[config.mk]
export PLATFORM = sky130hd
export DESIGN_NAME = par_strobe_timer
export DESIGN_NICKNAME = d
export VERILOG_FILES = /design/src/rtl/par_strobe_timer.sv
export SDC_FILE = /design/constraint.sdc
export NUM_CORES = 1
export LEC_CHECK = 0
export BUFFER_PORTS_ARGS = -buffer_cell sky130_fd_sc_hd__buf_2
export CORE_MARGIN = 4
export CORE_UTILIZATION = 57
export DETAILED_ROUTE_END_ITERATION = 7
export GPL_TIMING_DRIVEN = 0
export HOLD_SLACK_MARGIN = 0.15
export PLACE_DENSITY_LB_ADDON = 0.2
export SLEW_MARGIN = 0
export SYNTH_ARGS = -nofsm -noshare
export SYNTH_HDL_FRONTEND = slang
export SYNTH_SLANG_ARGS = --single-unit
[constraint.sdc]
create_clock -name clk -period 7.8 [get_ports clk]
set_input_delay 1.56 -clock clk [delete_from_list [all_inputs] [get_ports clk]]
set_output_delay 1.56 -clock clk [all_outputs]
set_load 0.02 [all_outputs]
[src/rtl/par_strobe_timer.sv]
module par_strobe_timer #(
  parameter int DW   = 16,
  parameter int NW   = 8,
  parameter int ONW  = 4,
  parameter int OFFW = 6
) (
  input  logic                       clk,
  input  logic                       rst_n,
  input  logic [3*(ONW+OFFW)-1:0]    tim_edges,
  input  logic [4*OFFW+3:0]          tim_cycle,
  input  logic                       tick_x2,
  input  logic                       bus_wide,
  input  logic                       inv_cs,
  input  logic                       inv_we,
  input  logic                       inv_re,
  input  logic                       inv_dc,
  input  logic                       req_valid,
  input  logic                       req_read,
  input  logic                       req_cmd,
  input  logic [DW-1:0]              req_wdata,
  output logic                       req_ready,
  input  logic [DW-1:0]              bus_din,
  output logic                       bus_cs,
  output logic                       bus_we,
  output logic                       bus_re,
  output logic                       bus_dc,
  output logic [DW-1:0]              bus_dout,
  output logic                       bus_oe,
  output logic [DW-1:0]              rd_data,
  output logic                       rd_valid
);
  localparam int EW      = 3*(ONW+OFFW);
  localparam int CW      = 4*OFFW+4;
  localparam int PAIR    = ONW+OFFW;
  localparam int ACC_LSB = 3*OFFW+4;
  localparam int TW      = OFFW+1;
  localparam logic [DW-1:0] NMASK = {{(DW-NW){1'b0}}, {NW{1'b1}}};

  logic          busy, pre, is_rd, dc_q, wide_q, slow_q, rdv_q;
  logic [EW-1:0] e_q;
  logic [CW-1:0] c_q;
  logic [DW-1:0] wd_q, rd_q;
  logic [TW-1:0] t;

  wire accept = req_valid && !busy;

  wire [TW-1:0] cs_on  = TW'(e_q[ONW-1:0]);
  wire [TW-1:0] cs_off = TW'(e_q[ONW +: OFFW]);
  wire [TW-1:0] we_on  = TW'(e_q[PAIR +: ONW]);
  wire [TW-1:0] we_off = TW'(e_q[PAIR+ONW +: OFFW]);
  wire [TW-1:0] re_on  = TW'(e_q[2*PAIR +: ONW]);
  wire [TW-1:0] re_off = TW'(e_q[2*PAIR+ONW +: OFFW]);
  wire [TW-1:0] wcyc   = TW'(c_q[0 +: OFFW]);
  wire [TW-1:0] rcyc   = TW'(c_q[OFFW +: OFFW]);
  wire [TW-1:0] pw     = TW'(c_q[2*OFFW +: OFFW]);
  wire [TW-1:0] acc    = TW'(c_q[ACC_LSB +: OFFW]);

  wire [TW-1:0] cyc_len = is_rd ? rcyc : wcyc;
  wire [TW-1:0] cs_hold = cs_off + pw;
  wire [TW-1:0] t_end   = (cyc_len > cs_hold) ? cyc_len : cs_hold;
  wire          tick_dn = !slow_q || pre;
  wire          last    = busy && tick_dn && (t + 1'b1 == t_end);
  wire [DW-1:0] lane    = wide_q ? {DW{1'b1}} : NMASK;

  wire cs_act = busy && (t >= cs_on) && (t < cs_off);
  wire we_act = busy && !is_rd && (t >= we_on) && (t < we_off);
  wire re_act = busy &&  is_rd && (t >= re_on) && (t < re_off);

  always_ff @(posedge clk) begin
    if (!rst_n) begin
      busy   <= 1'b0;
      pre    <= 1'b0;
      t      <= '0;
      is_rd  <= 1'b0;
      dc_q   <= 1'b1;
      wide_q <= 1'b1;
      slow_q <= 1'b0;
      e_q    <= '0;
      c_q    <= '0;
      wd_q   <= '0;
    end else if (accept) begin
      busy   <= 1'b1;
      pre    <= 1'b0;
      t      <= '0;
      is_rd  <= req_read;
      dc_q   <= !req_cmd;
      wide_q <= bus_wide;
      slow_q <= tick_x2;
      e_q    <= tim_edges;
      c_q    <= tim_cycle;
      wd_q   <= req_wdata;
    end else if (busy) begin
      if (tick_dn) begin
        pre <= 1'b0;
        if (last) busy <= 1'b0;
        else      t    <= t + 1'b1;
      end else begin
        pre <= 1'b1;
      end
    end
  end

  always_ff @(posedge clk) begin
    if (!rst_n) begin
      rd_q  <= '0;
      rdv_q <= 1'b0;
    end else begin
      rdv_q <= last && is_rd;
      if (busy && is_rd && !pre && t == acc) rd_q <= bus_din & lane;
    end
  end

  assign req_ready = !busy;
  assign bus_cs    = !cs_act ^ inv_cs;
  assign bus_we    = !we_act ^ inv_we;
  assign bus_re    = !re_act ^ inv_re;
  assign bus_dc    = dc_q ^ inv_dc;
  assign bus_dout  = wd_q & lane;
  assign bus_oe    = busy && !is_rd;
  assign rd_data   = rd_q;
  assign rd_valid  = rdv_q;


  accept_busy_chk: assert property (@(posedge clk) disable iff (!rst_n)
    (req_valid && req_ready) |=> !req_ready);

  rdv_pulse_chk: assert property (@(posedge clk) disable iff (!rst_n)
    rd_valid |=> !rd_valid);

  rdv_ready_chk: assert property (@(posedge clk) disable iff (!rst_n)
    rd_valid |-> req_ready);

  no_we_in_read_chk: assert property (@(posedge clk) disable iff (!rst_n)
    (busy && is_rd) |-> !we_act);

  oe_busy_chk: assert property (@(posedge clk) disable iff (!rst_n)
    bus_oe |-> !req_ready);

  slow_hold_chk: assert property (@(posedge clk) disable iff (!rst_n)
    (busy && slow_q && !pre) |=> (busy && $stable(t)));

  cfg_stable_chk: assert property (@(posedge clk) disable iff (!rst_n)
    (busy && $past(busy)) |-> ($stable(e_q) && $stable(c_q) && $stable(slow_q)));
endmodule

==> results.toml, run 1 <==
[floorplanning]
die-area_um2 = 11300
die_h_um = 107
io_pins = 140
core_area_um2 = 9330
die_width_um = 107
rows = 35
start_util = 0.593

[worst_setup_path]
reg2reg_slack_ns = 3.62
cp_slowest_cell = "a2111oi_0"
path_class = "flip-flop to output pin"
worstPathArrival_ns = 3.14
r2r-end = "t[4]$_SDFFE_PP0P_"
max_stage_delay_ns = 0.73
cp-start-kind = "flip-flop"
cp_cell_sequence = "clkbuf_1, inv_1, ha_1, nand2b_1, a21o_1, a21o_1, a211oi_1, a2111oi_0, xnor2_1, buf_2"
worstPathMaxFanout = 8
crit_end = "bus_re"
cp_data_required_time_ns = 6.24
r2r-start = "e_q[4]$_SDFFE_PN0P_"
critPathCaptureType = "output pin"
cp-startpoint = "t[0]$_SDFFE_PP0P_"
cp_common_cell = "a21o_1"
r2r_cells = 14

[placement]
port-buffer-count = 135
gp_congestion = 0.868
dpl_worst_slack_ns = 3.54
dp_hpwl_mm = 10.5

[timing]
skew_ns = 0.0118
rsz0062_at_grt = "false"
max_freq_mhz = 213
period_minus_slack_ns = 4.70
setup_violations = 0
holdWs_ns = 0.466
period_share = 0.602
drv_slew = 0
layout_setup_ws_ns = 3.10
hold_viol_final = 0
tightest_slew_ns = 0.843
slew_headroom = 0.433
setup_tns_ns = 0

[power_and_ir_drop]
sw_frac_of_total = 0.312
peakVddDrop_mv = 0.142
powerDensity_nw_per_um2 = 180
comb_power_share = 0.233
p_int_uw = 817
power_frac_clock = 0.301
p_sw_uw = 370
seqPwrFrac = 0.466
leakagePower_uw = 0.00281

[yosys]
synth_fp_nets = 803
synth_area_um2 = 5530
yosysSeqAreaShare = 0.362
synth_seq_cells = 100
synth_cell_types = 52
synth.avg_cell_area_um2 = 8.37
ys_warn_count = 0
netlist_instances = 661
yosys_most_used_dff = "dfxtp_1"
async_flop_share = 0
synth_edf_count = 0

[global_routing]
grt_pass1_wl_mm = 22.1
antenna_found_initial = 0
grt.overflow.total = 0
track_usage = 0.236
grt_start_max_net_pins = 19
grt_pass1_vias = 4907

[routing]
route.detailed.drc = 0
dr.pass1.iters = 4
vias = 4917
viasPerCell = 5.23
drt_iter0_markers = 204
antenna_left = 0
wl_per_cell_um = 14.2
totalWireLength_mm = 13.3

[flow_run]
maxCapViolations = 0

[cells_and_area]
fill_cells = 763
drive_gt1_frac = 0.220
n_antenna_cell = 0
nets = 949
area_delta_synth_final_pct = 19.0

[clock_network]
numCtsBuffers = 9
clockBufferDepth = 2
cts_hold_buffers = 0
worstSkewPairLatency_ns = 0.36
cts-root-buf = "clkbuf_8"
cts-resized-gates = 0
cts_tree = "built"
clk_pin_slew_ns = 0.10
htreeDepth = 3
cts.sink_count = 100
cts_setup_buffers = 0

[hold_path]
hold_path_class = "flip-flop to flip-flop"

[run_status]
outcome = "complete, no violations"
## metal layers
metal | vias to the layer above | wire length, um | global-route usage
met5 | - | 0 | 0
met4 | 0 | 149 | 0.0767
met3 | 14 | 864 | 0.0358
met2 | 129 | 6750 | 0.427
met1 | 2274 | 5560 | 0.287
li1 | 2500 | - | -
## state kept, by name, indices dropped and copies added (netlist names)
| signal | cells |
|---|---|
| busy | 1 |
| is_rd | 1 |
| dc_q | 1 |
| rd_valid | 1 |
| wide_q | 1 |
| c_q | 24 |
| e_q | 30 |
| wd_q | 16 |
| t | 7 |
| pre | 1 |
| slow_q | 1 |
| rd_data | 16 |
## final cells by class
class                      instances  area [um^2]  area share
tap                              129          161      0.0245
clock inverter                     6         78.8      0.0120
clock buffer                      10          138      0.0209
buffer                            45          201      0.0306
timing repair buffer             135          676       0.103
multi-input combinational        485         3210       0.488
inverter                          31          116      0.0177
sequential                       100         2000       0.304
## how the worst min path moves through the flow
stage	cells past startpoint	start	to
floorplan	2	wd_q[10]$_SDFFE_PN0P_	wd_q[10]$_SDFFE_PN0P_
CTS	2	e_q[18]$_SDFFE_PN0P_	e_q[18]$_SDFFE_PN0P_
detailed placement	2	e_q[18]$_SDFFE_PN0P_	e_q[18]$_SDFFE_PN0P_
global placement	2	wd_q[12]$_SDFFE_PN0P_	wd_q[12]$_SDFFE_PN0P_
finish	2	e_q[18]$_SDFFE_PN0P_	e_q[18]$_SDFFE_PN0P_
global route	2	c_q[11]$_SDFFE_PN0P_	c_q[11]$_SDFFE_PN0P_
## synth_stat cells, types with 2 or more instances
cell,n,area [um^2]
a2111oi_0,3,26.3
a2111oi_4,2,55.1
a211oi_1,7,52.6
a21boi_0,86,646
a21o_1,10,75.1
a21o_2,2,17.5
a21oi_1,8,40.0
and2_1,9,56.3
and3_1,3,18.8
buf_2,2,10.0
buf_4,8,60.1
clkbuf_1,35,131
dfxtp_1,100,2000
ha_1,40,500
inv_1,31,116
mux2_2,4,45.0
mux2i_1,17,170
nand2_1,170,638
nand2b_1,22,138
nand3_1,17,85.1
nand3b_1,2,15.0
nand4_1,3,18.8
nor2_1,10,37.5
nor2b_1,13,81.3
nor3_1,3,15.0
o211a_1,2,20.0
o211ai_1,2,15.0
o21ai_0,9,45.0
xnor2_1,13,114
xor2_1,6,52.6
## power by group through the flow
stage | Clock, uW | Combinational [uW] | Sequential (uW)
2_1_floorplan | 0 | 196 | 561
3_3_place_gp | 0 | 266 | 563
3_5_place_dp | 0 | 276 | 564
4_1_cts | 363 | 277 | 553
5_1_grt | 381 | 309 | 556
6_report | 358 | 277 | 553
## worst max-delay path: cells and delay by family, from the launching register on
family / cells / cell delay [ns]
buffers and inverters: 3 / 0.82
xor gates and xnor gates: 1 / 0.18
AOI/OAI and AO/OA: 4 / 1.01
and+or+nand+nor: 1 / 0.09
adders and majority gates: 1 / 0.34
DFF: 1 / 0.34
## cells by family (layout without fill, tap and decap cells)
logic type               count (synthesis)  after routing  synth area share
AND/OR/NAND/NOR                        259            259             0.212
flip-flops                             100            100             0.362
buffers and inverters                   76            227            0.0574
multiplexers                            21             21            0.0389
XOR/XNOR                                19             19            0.0301
adder cells (fa/ha/maj)                 41             41            0.0941
AO/OA/AOI/OAI                          145            145             0.206
## per-stage QoR
stage / util / std cells / power [uW] / cell area (um^2)
finish: 0.706 / 941 / 1190 / 6590
global route: 0.706 / 941 / 1250 / 6590
CTS: 0.706 / 941 / 1190 / 6590
detailed placement: 0.683 / 925 / 840 / 6370
global placement: 0.683 / 925 / 829 / 6370
floorplan: - / 661 / 756 / 5530
## placed cells by master (no fill, tap or decap), types with 2 or more instances in the layout
master,Yosys,routed
a21boi_0,86,86
inv_8,0,2
a211oi_1,7,7
o211a_1,2,2
a21o_1,10,10
clkinv_4,0,2
and2_1,9,9
nand2b_1,22,22
clkbuf_1,35,35
ha_1,40,40
xnor2_1,13,13
dfxtp_1,100,100
nand4_1,3,3
a21o_2,2,2
clkbuf_8,0,10
xor2_1,6,6
nor2_1,10,10
mux2_2,4,4
a2111oi_0,3,3
mux2i_1,17,17
inv_1,31,31
a2111oi_4,2,2
nor3_1,3,3
nand3_1,17,17
o211ai_1,2,2
nor2b_1,13,13
buf_2,2,137
o21ai_0,9,9
nand3b_1,2,2
a21oi_1,8,8
and3_1,3,3
buf_4,8,8
nand2_1,170,170
(Power assumes the default switching activity.)
==> inputs of run 2 (changes only) <==
--- a/config.mk
+++ b/config.mk
@@ -7,7 +7,7 @@
 export LEC_CHECK = 0
 export BUFFER_PORTS_ARGS = -buffer_cell sky130_fd_sc_hd__buf_2
 export CORE_MARGIN = 4
-export CORE_UTILIZATION = 57
+export CORE_UTILIZATION = 49
 export DETAILED_ROUTE_END_ITERATION = 7
 export GPL_TIMING_DRIVEN = 0
 export HOLD_SLACK_MARGIN = 0.15
==> constraint.sdc (replaced) <==
create_clock -name clk -period 4.1 [get_ports clk]
set_input_delay 0.82 -clock clk [delete_from_list [all_inputs] [get_ports clk]]
set_output_delay 0.82 -clock clk [all_outputs]
set_load 0.02 [all_outputs]
==> run 2 against run 1 <==
Design area increased by 2.7%. Global-route usage decreased by 2.5 points. Via count about the same. Combinational power increased by 100%. Clock skew decreased by 0.0026 ns. Critical path depth increased by 4. Worst hold slack got worse by 0.0081 ns. Highest routed layer unchanged.
==> results.toml, run 2 (same netlist as run 1, synthesis figures left out) <==
[placement]
port-buffer-count = 135
gp_congestion = 0.851
placed_cell_area_um2 = 6380
dp_hpwl_mm = 10.8
dpl_worst_slack_ns = -0.0724

[worst_setup_path]
r2r-end = "t[3]$_SDFFE_PP0P_"
worstPathMaxFanout = 10
critPathCaptureType = "flip-flop"
max_stage_delay_ns = 0.47
cp_data_required_time_ns = 4.33
r2r-start = "e_q[4]$_SDFFE_PN0P_"
cp-start-kind = "flip-flop"
cp_cell_sequence = "ha_1, fa_1, a211oi_2, nor2_1, xnor2_2, ha_1, and3_1, a221o_2, a21o_2, a21o_1, a2111oi_4, buf_4, a211oi_1, mux2i_1"
path_class = "flip-flop to flip-flop"
r2r_cells = 14
crit_end = "t[3]$_SDFFE_PP0P_"
worstPathArrival_ns = 4.19
cp-startpoint = "e_q[4]$_SDFFE_PN0P_"
reg2reg_slack_ns = 0.14
cp_common_cell = "ha_1"
cp_slowest_cell = "a221o_2"

[timing]
hold_viol_final = 0
setup_violations = 0
rsz0062_at_grt = "false"
skew_ns = 0.00920
period_share = 0.967
layout_setup_ws_ns = 0.136
max_freq_mhz = 252
slew_headroom = 0.447
setup_tns_ns = 0
drv_slew = 0
period_minus_slack_ns = 3.96
tightest_slew_ns = 0.823

[cells_and_area]
fin_area_um2 = 6760
n_antenna_cell = 0
layout_common_cells = "nand2_1 (170), buf_2 (137), dfxtp_1 (100)"
register_area_um2 = 2000
drive_gt1_frac = 0.229
nets = 950
final_common_cell = "nand2_1"
multi_input_area_um2 = 3250
area_delta_synth_final_pct = 22.2
largest_reg_flops = 30
largest-register = "e_q"
reg.largest.list = "e_q (30), c_q (24)"
fill_cells = 979

[clock_network]
clk_pin_slew_ns = 0.07
clockBufferDepth = 2
worstSkewPairLatency_ns = 0.35
cts-root-buf = "clkbuf_16"
cts_hold_buffers = 0
cts.sink_count = 100
cts_tree = "built"
numCtsBuffers = 9
htreeDepth = 3

[power_and_ir_drop]
p_sw_uw = 733
power_frac_clock = 0.369
peakVddDrop_mv = 0.315
p_int_uw = 1820
power_uw = 2550
sw_frac_of_total = 0.287
powerDensity_nw_per_um2 = 377
seqPwrFrac = 0.413
leakagePower_uw = 0.00288
comb_power_share = 0.218

[global_routing]
antenna_found_initial = 0
track_usage = 0.212
grt_start_max_net_pins = 18
grt_pass1_vias = 4895
grt_pass1_wl_mm = 22.1
grt.overflow.total = 0

[routing]
wl_per_cell_um = 14.5
drt_iter0_markers = 186
vias = 4919
antenna_left = 0
viasPerCell = 5.16
route.detailed.drc = 0
dr.pass1.iters = 5
totalWireLength_mm = 13.8

[floorplanning]
core_area_um2 = 10900
rows = 38
io_pins = 140
die_width_um = 114
start_util = 0.506
die-area_um2 = 13100
die_h_um = 114

[hold_path]
hold_path_class = "flip-flop to flip-flop"
hold_depth = 2

[run_status]
outcome = "complete, no violations"

[flow_run]
maxCapViolations = 0
run 2: cell count changes in the layout (fill, tap and decap cells not counted), sizes merged:
cell    previous run  this run
buf              145       147
bufinv             1         2
clkbuf            45        44
inv               34        33
run 2: stage by stage:
stage               hold WS, ns  std cells  utilization
floorplan                 0.439        661            -
global placement          0.445        936        0.584
detailed placement        0.452        936        0.584
CTS                       0.461        953        0.616
global route              0.481        953        0.619
finish                    0.458        953        0.619
run 2: how the worst min path moves through the flow:
| stage | startpoint | to | slack, ns |
|---|---|---|---|
| floorplan | wd_q[10]$_SDFFE_PN0P_ | wd_q[10]$_SDFFE_PN0P_ | 0.44 |
| global placement | wd_q[13]$_SDFFE_PN0P_ | wd_q[13]$_SDFFE_PN0P_ | 0.45 |
| detailed placement | wd_q[10]$_SDFFE_PN0P_ | wd_q[10]$_SDFFE_PN0P_ | 0.45 |
| CTS | wd_q[10]$_SDFFE_PN0P_ | wd_q[10]$_SDFFE_PN0P_ | 0.46 |
| global route | wd_q[10]$_SDFFE_PN0P_ | wd_q[10]$_SDFFE_PN0P_ | 0.48 |
| finish | wd_q[10]$_SDFFE_PN0P_ | wd_q[10]$_SDFFE_PN0P_ | 0.46 |
run 2: layout make-up:
| cell class | count | area share |
|---|---|---|
| clock inverters | 6 | 0.0139 |
| repair buffers | 137 | 0.102 |
| flip-flops and latches | 100 | 0.296 |
| multi-input cells | 485 | 0.480 |
| plain buffers | 44 | 0.0292 |
| inverters | 31 | 0.0172 |
| well taps | 140 | 0.0259 |
| clock buffers | 10 | 0.0353 |
run 2: timing repair:
item | 4_1_cts | 5_1_grt
resized for setup | 1 | 6
setup buffers | 1 | 1
endpoints found under the setup margin | 9 | 10
pin swaps | 1 | 3
run 2: power by group through the flow:
stage / registers [uW] / logic, uW / clock network [uW]
after floorplan: 1070 / 372 / 0
after global placement: 1070 / 511 / 0
after detailed placement: 1070 / 528 / 0
after CTS: 1050 / 542 / 960
after global routing: 1060 / 620 / 998
final: 1050 / 556 / 942
run 2: routing by layer:
metal | wire length (um) | global-route usage | vias to the layer above
li1 | - | - | 2503
met1 | 5970 | 0.262 | 2277
met2 | 6850 | 0.363 | 117
met3 | 671 | 0.0418 | 22
met4 | 301 | 0.0776 | 0
met5 | 0 | 0 | -
run 2: worst max-delay path, delay by kind of cell (launching register included):
kind | cells | cell delay (ns)
XOR/XNOR | 1 | 0.22
adder cells (fa/ha/maj) | 3 | 0.99
flip-flops | 1 | 0.35
multiplexers | 1 | 0.13
AO/OA/AOI/OAI | 6 | 1.62
buffers and inverters | 1 | 0.20
AND/OR/NAND/NOR | 2 | 0.34
